[src/rtl/phy_port_pkg.sv]
package phy_port_pkg;

    // Control-word geometry
    localparam int CW_W      = 32;
    localparam int ADDR_W    = 6;
    localparam int DATA_W    = 8;
    localparam int NREGS     = 1 << ADDR_W;
    localparam int ADDR_LSB  = 0;
    localparam int WDATA_LSB = 8;
    localparam int RDATA_LSB = 16;
    localparam int WSTB_BIT  = 24;
    localparam int RSTB_BIT  = 25;
    localparam int ACK_BIT   = 26;

    // Host-side handshake phases
    typedef enum logic [1:0] {
        HS_IDLE = 2'd0,
        HS_REQ  = 2'd1,
        HS_HOLD = 2'd2,
        HS_DROP = 2'd3
    } hs_state_e;

    // PHY model phases
    typedef enum logic [1:0] {
        PM_IDLE = 2'd0,
        PM_BUSY = 2'd1,
        PM_DONE = 2'd2
    } pm_state_e;

endpackage

[src/rtl/phy_port_cw.sv]
// Control-word register: holds the software-owned fields and assembles the
// readback word from them plus the handshake-owned fields.
module phy_port_cw
    import phy_port_pkg::*;
(
    input  logic              clk,
    input  logic              rst_n,
    input  logic              cw_we,
    input  logic [CW_W-1:0]   cw_wdata,
    input  logic              hs_ack,
    input  logic [DATA_W-1:0] hs_rd,
    output logic [CW_W-1:0]   cw_rdata,
    output logic [ADDR_W-1:0] sw_addr,
    output logic [DATA_W-1:0] sw_wdata,
    output logic              sw_wstb,
    output logic              sw_rstb
);

    typedef struct packed {
        logic [ADDR_W-1:0] addr;
        logic [DATA_W-1:0] wdata;
        logic              wstb;
        logic              rstb;
    } cw_regs_t;

    cw_regs_t cw_d, cw_q;

    always_comb begin
        cw_d = cw_q;
        if (cw_we) begin
            cw_d.addr  = cw_wdata[ADDR_LSB +: ADDR_W];
            cw_d.wdata = cw_wdata[WDATA_LSB +: DATA_W];
            cw_d.wstb  = cw_wdata[WSTB_BIT];
            cw_d.rstb  = cw_wdata[RSTB_BIT];
        end
    end

    always_ff @(posedge clk or negedge rst_n) begin
        if (!rst_n) cw_q <= '0;
        else        cw_q <= cw_d;
    end

    // Readback assembly; unassigned positions read as zero.
    always_comb begin
        cw_rdata                            = '0;
        cw_rdata[ADDR_LSB  +: ADDR_W]       = cw_q.addr;
        cw_rdata[WDATA_LSB +: DATA_W]       = cw_q.wdata;
        cw_rdata[RDATA_LSB +: DATA_W]       = hs_rd;
        cw_rdata[WSTB_BIT]                  = cw_q.wstb;
        cw_rdata[RSTB_BIT]                  = cw_q.rstb;
        cw_rdata[ACK_BIT]                   = hs_ack;
    end

    assign sw_addr  = cw_q.addr;
    assign sw_wdata = cw_q.wdata;
    assign sw_wstb  = cw_q.wstb;
    assign sw_rstb  = cw_q.rstb;

    // Read-only and reserved positions of the host write value.
    logic unused_cw_bits;
    assign unused_cw_bits = ^{cw_wdata[CW_W-1:ACK_BIT],
                              cw_wdata[RDATA_LSB +: DATA_W],
                              cw_wdata[WDATA_LSB-1:ADDR_LSB+ADDR_W]};

endmodule

[src/rtl/phy_port_hs.sv]
// Host-side four-phase handshake toward the PHY register file.
module phy_port_hs
    import phy_port_pkg::*;
(
    input  logic              clk,
    input  logic              rst_n,
    input  logic              sw_wstb,
    input  logic              sw_rstb,
    input  logic [ADDR_W-1:0] sw_addr,
    input  logic [DATA_W-1:0] sw_wdata,
    input  logic              phy_ack,
    input  logic [DATA_W-1:0] phy_rdata,
    output logic              hs_ack,
    output logic [DATA_W-1:0] hs_rd,
    output logic              req,
    output logic              req_wr,
    output logic [ADDR_W-1:0] req_addr,
    output logic [DATA_W-1:0] req_wdata
);

    typedef struct packed {
        hs_state_e         st;
        logic              ack;
        logic [DATA_W-1:0] rd;
        logic              req;
        logic              wr;
        logic [ADDR_W-1:0] addr;
        logic [DATA_W-1:0] wdata;
    } hs_regs_t;

    hs_regs_t hs_d, hs_q;
    logic     any_stb;

    assign any_stb = sw_wstb | sw_rstb;

    always_comb begin
        hs_d = hs_q;
        unique case (hs_q.st)
            HS_IDLE: begin
                // Strobe seen from idle is a fresh rising edge; latch the target.
                if (any_stb) begin
                    hs_d.req   = 1'b1;
                    hs_d.wr    = sw_wstb;      // write wins over read
                    hs_d.addr  = sw_addr;
                    hs_d.wdata = sw_wdata;
                    hs_d.st    = HS_REQ;
                end
            end
            HS_REQ: begin
                if (phy_ack) begin
                    hs_d.ack = 1'b1;
                    if (!hs_q.wr) hs_d.rd = phy_rdata;
                    hs_d.st  = HS_HOLD;
                end
            end
            HS_HOLD: begin
                if (!any_stb) begin
                    hs_d.req = 1'b0;
                    hs_d.st  = HS_DROP;
                end
            end
            HS_DROP: begin
                if (!phy_ack) begin
                    hs_d.ack = 1'b0;
                    hs_d.st  = HS_IDLE;
                end
            end
            default: hs_d.st = HS_IDLE;
        endcase
    end

    always_ff @(posedge clk or negedge rst_n) begin
        if (!rst_n) hs_q <= '{st: HS_IDLE, default: '0};
        else        hs_q <= hs_d;
    end

    assign hs_ack    = hs_q.ack;
    assign hs_rd     = hs_q.rd;
    assign req       = hs_q.req;
    assign req_wr    = hs_q.wr;
    assign req_addr  = hs_q.addr;
    assign req_wdata = hs_q.wdata;

    // the software-visible acknowledge only rises after the PHY answered.
    a_r3_ack_after_phy: assert property (@(posedge clk) disable iff (!rst_n)
        $rose(hs_ack) |-> $past(phy_ack));

    // acknowledge is held while the strobe stays up after completion.
    a_r4_ack_held: assert property (@(posedge clk) disable iff (!rst_n)
        (hs_ack && hs_q.st == HS_HOLD && any_stb) |=> hs_ack);

    // the request target cannot move while the request is raised.
    a_r5_req_stable: assert property (@(posedge clk) disable iff (!rst_n)
        (req && $past(req)) |-> ($stable(req_addr) && $stable(req_wdata) && $stable(req_wr)));

endmodule

[src/rtl/phy_regfile_model.sv]
// Behavioural PHY delay-register file answering a four-phase request after a
// fixed response delay. Only addresses flagged in IMPL_MASK hold storage.
module phy_regfile_model
    import phy_port_pkg::*;
#(
    parameter int               RESP_DLY  = 3,
    parameter logic [NREGS-1:0] IMPL_MASK = 64'h0000_0000_0000_39FF
) (
    input  logic              clk,
    input  logic              rst_n,
    input  logic              req,
    input  logic              req_wr,
    input  logic [ADDR_W-1:0] req_addr,
    input  logic [DATA_W-1:0] req_wdata,
    output logic              phy_ack,
    output logic [DATA_W-1:0] phy_rdata
);

    localparam int CNT_W = $clog2(RESP_DLY + 1);
    localparam logic [CNT_W-1:0] CNT_LAST = CNT_W'(RESP_DLY - 1);

    typedef struct packed {
        pm_state_e         st;
        logic [CNT_W-1:0]  cnt;
        logic              ack;
        logic [DATA_W-1:0] rdata;
    } pm_regs_t;

    pm_regs_t                 pm_d, pm_q;
    logic                     wr_fire;
    logic [NREGS*DATA_W-1:0]  mem_flat;
    logic [DATA_W-1:0]        rd_val;

    assign rd_val = mem_flat[int'(req_addr)*DATA_W +: DATA_W];

    always_comb begin
        pm_d    = pm_q;
        wr_fire = 1'b0;
        unique case (pm_q.st)
            PM_IDLE: begin
                if (req) begin
                    pm_d.cnt = '0;
                    pm_d.st  = PM_BUSY;
                end
            end
            PM_BUSY: begin
                if (pm_q.cnt == CNT_LAST) begin
                    pm_d.ack = 1'b1;
                    pm_d.st  = PM_DONE;
                    if (req_wr) wr_fire    = 1'b1;
                    else        pm_d.rdata = rd_val;
                end else begin
                    pm_d.cnt = pm_q.cnt + 1'b1;
                end
            end
            PM_DONE: begin
                if (!req) begin
                    pm_d.ack = 1'b0;
                    pm_d.st  = PM_IDLE;
                end
            end
            default: pm_d.st = PM_IDLE;
        endcase
    end

    always_ff @(posedge clk or negedge rst_n) begin
        if (!rst_n) pm_q <= '{st: PM_IDLE, default: '0};
        else        pm_q <= pm_d;
    end

    // One storage byte per implemented address; holes read as zero.
    for (genvar i = 0; i < NREGS; i++) begin : g_reg
        if (IMPL_MASK[i]) begin : g_impl
            logic [DATA_W-1:0] val_q;
            always_ff @(posedge clk or negedge rst_n) begin
                if (!rst_n)                                     val_q <= '0;
                else if (wr_fire && req_addr == ADDR_W'(i))     val_q <= req_wdata;
            end
            assign mem_flat[i*DATA_W +: DATA_W] = val_q;
        end else begin : g_hole
            assign mem_flat[i*DATA_W +: DATA_W] = '0;
        end
    end

    assign phy_ack   = pm_q.ack;
    assign phy_rdata = pm_q.rdata;

    // a single transaction commits its write once only.
    a_r5_single_write: assert property (@(posedge clk) disable iff (!rst_n)
        wr_fire |=> !wr_fire);

    // the PHY acknowledge answers a raised request.
    a_r3_ack_needs_req: assert property (@(posedge clk) disable iff (!rst_n)
        $rose(phy_ack) |-> $past(req));

    // a read from a hole returns zero.
    a_r8_hole_reads_zero: assert property (@(posedge clk) disable iff (!rst_n)
        ($rose(phy_ack) && !req_wr && !IMPL_MASK[req_addr]) |-> phy_rdata == '0);

endmodule

[src/rtl/phy_access_port.sv]
// Top: control word, handshake and PHY register file model.
module phy_access_port
    import phy_port_pkg::*;
#(
    parameter int               RESP_DLY  = 3,
    parameter logic [NREGS-1:0] IMPL_MASK = 64'h0000_0000_0000_39FF
) (
    input  logic            clk,
    input  logic            rst_n,
    input  logic            cw_we,
    input  logic [CW_W-1:0] cw_wdata,
    output logic [CW_W-1:0] cw_rdata
);

    logic              hs_ack;
    logic [DATA_W-1:0] hs_rd;
    logic [ADDR_W-1:0] sw_addr;
    logic [DATA_W-1:0] sw_wdata;
    logic              sw_wstb;
    logic              sw_rstb;
    logic              req;
    logic              req_wr;
    logic [ADDR_W-1:0] req_addr;
    logic [DATA_W-1:0] req_wdata;
    logic              phy_ack;
    logic [DATA_W-1:0] phy_rdata;

    phy_port_cw u_cw (
        .clk      (clk),
        .rst_n    (rst_n),
        .cw_we    (cw_we),
        .cw_wdata (cw_wdata),
        .hs_ack   (hs_ack),
        .hs_rd    (hs_rd),
        .cw_rdata (cw_rdata),
        .sw_addr  (sw_addr),
        .sw_wdata (sw_wdata),
        .sw_wstb  (sw_wstb),
        .sw_rstb  (sw_rstb)
    );

    phy_port_hs u_hs (
        .clk       (clk),
        .rst_n     (rst_n),
        .sw_wstb   (sw_wstb),
        .sw_rstb   (sw_rstb),
        .sw_addr   (sw_addr),
        .sw_wdata  (sw_wdata),
        .phy_ack   (phy_ack),
        .phy_rdata (phy_rdata),
        .hs_ack    (hs_ack),
        .hs_rd     (hs_rd),
        .req       (req),
        .req_wr    (req_wr),
        .req_addr  (req_addr),
        .req_wdata (req_wdata)
    );

    phy_regfile_model #(
        .RESP_DLY  (RESP_DLY),
        .IMPL_MASK (IMPL_MASK)
    ) u_phy (
        .clk       (clk),
        .rst_n     (rst_n),
        .req       (req),
        .req_wr    (req_wr),
        .req_addr  (req_addr),
        .req_wdata (req_wdata),
        .phy_ack   (phy_ack),
        .phy_rdata (phy_rdata)
    );

endmodule

[config.mk]
export PLATFORM = sky130hd
export DESIGN_NAME = phy_access_port
export DESIGN_NICKNAME = d
export VERILOG_FILES = /design/src/rtl/phy_port_pkg.sv /design/src/rtl/phy_port_cw.sv /design/src/rtl/phy_port_hs.sv /design/src/rtl/phy_regfile_model.sv /design/src/rtl/phy_access_port.sv
export SDC_FILE = /design/constraint.sdc
export NUM_CORES = 1
export LEC_CHECK = 0
export BUFFER_PORTS_ARGS = -buffer_cell sky130_fd_sc_hd__buf_2
export CAP_MARGIN = 20
export CORE_UTILIZATION = 47
export CTS_BUF_LIST = sky130_fd_sc_hd__clkbuf_8 sky130_fd_sc_hd__clkbuf_16
export CTS_CLUSTER_SIZE = 30
export DETAILED_ROUTE_END_ITERATION = 8
export MAX_ROUTING_LAYER = met4
export PLACE_DENSITY = 0.71
export SETUP_SLACK_MARGIN = 0.05
export SLEW_MARGIN = 0
export SYNTH_ARGS = -nofsm -noshare
export SYNTH_HDL_FRONTEND = slang
export SYNTH_HIERARCHICAL = 1
export SYNTH_SLANG_ARGS = --single-unit
export TNS_END_PERCENT = 50
[constraint.sdc]
create_clock -name clk -period 2.44 [get_ports clk]
set_input_delay 0.122 -clock clk [delete_from_list [all_inputs] [get_ports clk]]
set_output_delay 0.122 -clock clk [all_outputs]
set_load 0.005 [all_outputs]
======== Word level (Yosys, flattened, before mapping) ========
Index checks and enable logic that the tools add are counted.
W data, S select, Z words.
storage, ports and cells
  register bits ........................... 152
  input bits .............................. 35
  output and inout port bits .............. 32
  logic and storage cells ................. 107
cells by class
  add/subtract/negate cells ............... 1
  eq/ne operators ......................... 25
  shift operators ......................... 1
  multiplexer cells ....................... 23
  bitwise logic cells ..................... 2
  reductions and logical operators ........ 28
operators by type and width
  kind                  count
  $shiftx A512 B10 Y8   1
  $eq A6 B3 Y1 const B  4
  $eq A6 B4 Y1 const B  4
  $reduce_and A3 Y1     7
  $mux W16              1
  $mux W8               2
  $eq A6 B2 Y1 const B  2
  $logic_and A1 B1 Y1   12
  $mux W11              1
  $mux W2               5
  $ne A2 B2 Y1 const B  5
  $mux W9               1
  $eq A2 B2 Y1 const B  4
  $pmux W2 S4           1
  $reduce_bool A2 Y1    4
  $eq A6 B1 Y1 const B  1
  $logic_not A6 Y1      1
  $ne A2 B1 Y1 const B  3
  $pmux W1 S2           3
  $pmux W2 S3           1
  $mux W1               5
  $eq A2 B1 Y1 const B  2
  $logic_not A2 Y1      2
  $mux W4               1
  7 further kinds       7

======== Longest topological paths before layout ========
  depth after elaboration ................. 4
  depth in mapped cells ................... 8
  mapped depth without buffers ............ 6

======== Cells and area by module ========
Netlist, hierarchy kept.
modules (own cells, without submodules)
  module             times used  cells an instance  area each (µm²)  sequential area each (µm²)
  phy_regfile_model  1           380                5,103.6          2,727.6
  phy_port_hs        1           90                 1,214.9          675.6
  phy_port_cw        1           67                 893.4            400.4

======== Least setup slack after synthesis ========
OpenSTA, ideal clock, no wires.
  path kind ............................... register to register
  start ................................... register u_hs.hs_q, in the netlist u_hs/req_addr[4]
  end ..................................... register u_phy.g_reg[13].g_impl.val_q[0]
  setup time .............................. 0.125 ns
  arrival ................................. 1.830 ns
  data required time ...................... 2.315 ns
  path slack .............................. 0.486 ns
  stages on the path, launching flop included .. 7
  buffers on the path ..................... 2
  clock period less this slack ............ 1.954 ns
  cell sequence ........................... dfrtp_1 buf_4 or3b_4 nor2_1 and4_1 buf_2 mux2_2
between the ends
  cells in the longest elaborated chain, start to end .. 2
RTL lines
  item                      RTL line                 text
  start: declaration        phy_port_hs.sv:31        hs_regs_t hs_d, hs_q;
  start signal: assignment  phy_port_hs.sv:74        else hs_q <= hs_d;
  $eq A6 B4 Y1              phy_regfile_model.sv:77  else if (wr_fire && req_addr == ADDR_W'(i)) val_q <= req_wdata;
  $logic_and A1 B1 Y1       phy_regfile_model.sv:77
  end signal: assignment    phy_regfile_model.sv:77
  end: declaration          phy_regfile_model.sv:74  logic [DATA_W-1:0] val_q;
Every way passes these cells.
A chain may end at the register's enable or synchronous reset.

======== Worst setup path in the final report ========
  start ................................... register u_phy/pm_q[9] (netlist name)
  end ..................................... register u_phy.g_reg[0].g_impl.val_q[5]
between the ends
  cells in the longest elaborated chain, start to end .. 4
RTL lines
  item                      RTL line                 text
  start: declaration        phy_regfile_model.sv:29  pm_regs_t pm_d, pm_q;
  start signal: assignment  phy_regfile_model.sv:68  else pm_q <= pm_d;
  $eq A2 B2 Y1              phy_regfile_model.sv:47  if (pm_q.cnt == CNT_LAST) begin
  $mux W1                   phy_regfile_model.sv:47
  $mux W1                   phy_regfile_model.sv:39  unique case (pm_q.st)
  $logic_and A1 B1 Y1       phy_regfile_model.sv:77
  end signal: assignment    phy_regfile_model.sv:77
  end: declaration          phy_regfile_model.sv:74
Every way passes these cells.

==> results summary <==
The run finished with clean final reports. Of all flip-flops after synthesis, the portion carrying an async set or reset was 1.00. The TritonCTS buffer count is 17. The number of library cell types mapped by synthesis is 44.

The highest attainable clock frequency is 0.451 GHz. The pin count of the biggest net entering global routing came out at a little over 70. The most common cell in the synthesized netlist is dfrtp_1. Walking the worst path, the cells encountered are inv_1 > ha_1 > nand3b_1 > nor4_2 > nand2_1 > mux2_2. The number of enable flip-flop cells after synthesis is 0. The synthesized instance count is about 540. The global route total overflow came out at 0. The starting density of the core came out at 0.489. The transition time at the pin with the least slew margin came out at 0.806 ns. The via count came out at 4,112.

The die outline area came out at about 16,000 µm². The buffer type at the clock tree root is clkbuf_16. By count the netlist is led by 152 x dfrtp_1, 124 x mux2_2, 62 x buf_4.

The kind of cell adding the most delay to the critical path is simple AND/OR/NAND/NOR gates. The number of sinks handled by clock tree synthesis is between 150 and 200. The leading register cell type out of synthesis is dfrtp_1.

STA classifies the critical path startpoint as a flop. For the worst setup path, the data required time is 2.74 ns. Dividing the detail-routed via count by the number of cells gives roughly 5.6.

For this run, the post-layout net count is 580. The shortest clock period the worst path allows after layout came out at 2.22 ns. The sequential share of power is 0.438. Dividing total power by cell area gives a power density of 1080 nW/µm². The post-CTS setup-driven buffer insertion count came out at 0. Counting both buffers and inverters, the worst setup path holds a total of 1. The worst setup path is captured at a flop. The final-report max-slew violation count came out at 0. Tracing the worst setup path back leads to its startpoint at u_phy/pm_q[9]$_DFFE_PN0P_. Among all stages on the critical path, the largest delay is contributed by nor4_2. After clock tree synthesis, the clock-pin slew on the worst setup and hold paths is 0.06 ns. The final count of hold timing violations is 0.

The share of total power dissipated in combinational logic is 0.234. The analysis attributes to net switching a power of between 0.002 and 0.003 W. Adding up every negative setup slack in the final design gives 0 ns. The count of nets left with antenna violations after detail routing came out at 0.

The number of antenna violations at the first check in global routing is 0. Dividing the final minimum period by the clock period gives 0.909. The endpoint identified for the worst register-to-register timing path is u_phy/g_reg[0].g_impl.val_q[5]$_DFFE_PN0P_.

The number of global-route vias before repair is between 4,000 and 5,000. VDD sags by at most 0.719 mV. Of the post-synthesis cell area, the dominant cell type holds 0.527. The layout-stage area growth over the synthesis result came out at 10.8%. The switching part of the total came out at 0.313. The highest net fanout along the worst path came out at 8. The area used by multi-input combinational logic is 2800 µm². For this run, the total global-route usage over all layers was measured as 0.194.

The timing endpoint of the critical path is u_phy/g_reg[0].g_impl.val_q[5]$_DFFE_PN0P_. The detailed placement HPWL is approximately 9000 µm. Across the run, the number of max-cap violations was 0. In this run the deepest clock path goes through 2 buffers. The total stage count of the critical path came out at 6.

The share of total power in the clock network came out at 0.328. The type of the tightest min-delay check is in2async. The core region area is 14,800 µm². In the post-synthesis netlist, the biggest area contributors are dfrtp_1 53%, mux2_2 19%, buf_4 6.5%. Synthesis inferred 152 register bits. The x dimension of the die is 126 µm. Setup slack on the worst reg-to-reg path comes out at 0.22 ns. The final estimated routing congestion in global placement came out at 0.780. The number of fillers in the final layout came out at between 1,000 and 1,500. Setup violations remaining at the end of the flow were counted as 0. Each instance of the synthesized netlist takes up on average 13.4 µm². Headroom to the max-slew limit came out at 0.463. The H-tree generated during clock tree synthesis spans 4 levels. The final cell utilization of the core is 0.542. The placement row count came out at 44. The clock insertion delay at the later pin of the skew report is about 0.42 ns. The arrival time reported for the critical path endpoint came out at 2.52 ns. The share of the yosys chip area belonging to registers is 0.527. Setup repair after global routing could not meet its margin everywhere.

The worst-case clock skew came out at ~0.0058 ns. For this run, design rule violations remaining after detail routing come to 0. The global-route wire length before repair is 22,900 µm. The analysis attributes to cell leakage a power of 3.97 nW.

The length in cells of the worst reg-to-reg path is 6. The antenna diode count is 0. The initial detailed-routing violation count came out at 200. The type of the worst setup path is reg2reg.

The source of the worst register-to-register timing path is u_phy/pm_q[9]$_DFFE_PN0P_. The biggest area contributor in the post-synthesis netlist is dfrtp_1. TritonCTS built the clock tree. The mapped netlist covers 7210 µm². Registers take approximately 3800 µm². The largest stage delay on the critical path came out at 0.45 ns.

The die is around 130 µm tall. The share of layout cells above drive strength 1 is 0.423. The number of top-level design ports came out at 67.

Input and output buffers added on the ports amount to 43. The total internal power came out at slightly below 0.006 W. For this run, the number of Yosys warnings is 6. Summed over all layers, the routed wires come to 13,700 µm. The number of detailed-routing iterations run before antenna repair came out at 5. Dividing the detail-routed wire length by the instance count gives 18.5 µm.
[flip-flops by register name (all words and copies together), names as in the netlist, named ones only]
register	flops
u_phy/g.g_impl.val_q	96
u_cw/sw_wdata	8
u_hs/hs_rd	8
u_hs/req_wdata	8
u_phy/phy_rdata	8
u_cw/sw_addr	6
u_hs/req_addr	6
u_phy/pm_q	4
u_cw/sw_rstb	1
u_cw/sw_wstb	1
u_hs/hs_ack	1
u_hs/hs_q	1
u_hs/req	1
u_hs/req_wr	1
u_phy/phy_ack	1
[layout make-up]
cell class / instances / area share
clock buffers: 18 / 0.0549
repair buffers: 72 / 0.0618
flip-flops and latches: 152 / 0.476
multi-input cells: 295 / 0.350
inverters: 6 / 0.00282
clock inverters: 13 / 0.0254
well taps: 184 / 0.0288
[metrics by stage]
stage          worst slack, ns  hold WS, ns  total power, W  instance area (µm²)  cells
2_1_floorplan            0.486       -0.174         0.00551                 7230    543
3_3_place_gp             0.259        0.119         0.00570                 7180    692
3_5_place_dp             0.188        0.119         0.00583                 7180    692
4_1_cts                  0.176        0.217         0.00869                 7990    740
5_1_grt                 0.0361        0.244         0.00910                 7990    740
6_report                 0.223        0.226         0.00864                 7990    740
[what timing repair did]
item                                   in CTS  in global routing
setup endpoints to repair                   0                 16
endpoints found under the hold margin      71                  0
resized for setup                           0                  1
hold buffers                               17                  0
[how the worst min path moves through the flow]
| stage | from | end | slack [ns] | cells past startpoint |
|---|---|---|---|---|
| after detailed placement | rst_n | u_phy/g_reg[4].g_impl.val_q[6]$_DFFE_PN0P_ | 0.12 | 1 |
| after floorplan | rst_n | u_cw/sw_addr[0]$_DFFE_PN0P_ | -0.17 | 0 |
| after global routing | cw_we | u_cw/sw_wdata[3]$_DFFE_PN0P_ | 0.24 | 2 |
| after CTS | cw_we | u_cw/sw_addr[4]$_DFFE_PN0P_ | 0.22 | 2 |
| after global placement | rst_n | u_phy/g_reg[6].g_impl.val_q[3]$_DFFE_PN0P_ | 0.12 | 1 |
| final | rst_n | u_phy/g_reg[4].g_impl.val_q[3]$_DFFE_PN0P_ | 0.23 | 2 |
[kinds of logic after synthesis]
family,synth area share
multiplexers,0.270
flip-flops,0.527
buffers and inverters,0.0880
AND/OR/NAND/NOR,0.0579
AO/OA/AOI/OAI,0.0533
adder cells (fa/ha/maj),0.00173
other,0.000520
XOR/XNOR,0.00121
[power by group through the flow]
stage          clock network (W)  logic, W  registers (W)
2_1_floorplan                  0   0.00215        0.00336
3_3_place_gp                   0   0.00193        0.00377
3_5_place_dp                   0   0.00200        0.00382
4_1_cts                  0.00288   0.00203        0.00378
5_1_grt                  0.00300   0.00222        0.00388
6_report                 0.00283   0.00202        0.00378
[cell usage in the layout, fill, tap and decap left out, types with 3 or more instances in the layout]
cell type / synthesis / routed
nor2b_1: 7 / 7
buf_2: 8 / 42
nand2_1: 8 / 8
mux2_2: 124 / 124
conb_1: 1 / 7
o22ai_1: 8 / 8
clkbuf_16: 0 / 17
o21ai_0: 6 / 6
a22oi_1: 16 / 16
nand2_2: 4 / 4
bufinv_16: 0 / 5
a21oi_1: 11 / 11
dlygate4sd3_1: 0 / 17
clkinv_2: 0 / 3
mux2_4: 10 / 10
nor2_1: 4 / 3
and3_1: 8 / 8
mux2i_1: 40 / 40
buf_4: 62 / 11
dfrtp_1: 152 / 151
clkinvlp_4: 0 / 5
inv_1: 6 / 6
and4b_1: 8 / 8
a221o_1: 8 / 8
[metal layers]
layer	global-route usage	vias to the layer above	share of wire
li1	-	1887	-
met1	0.248	2137	0.46
met2	0.302	73	0.48
met3	0.0459	15	0.042
met4	0.0687	0	0.014
met5	-	-	0
(Power assumes the default switching activity.)
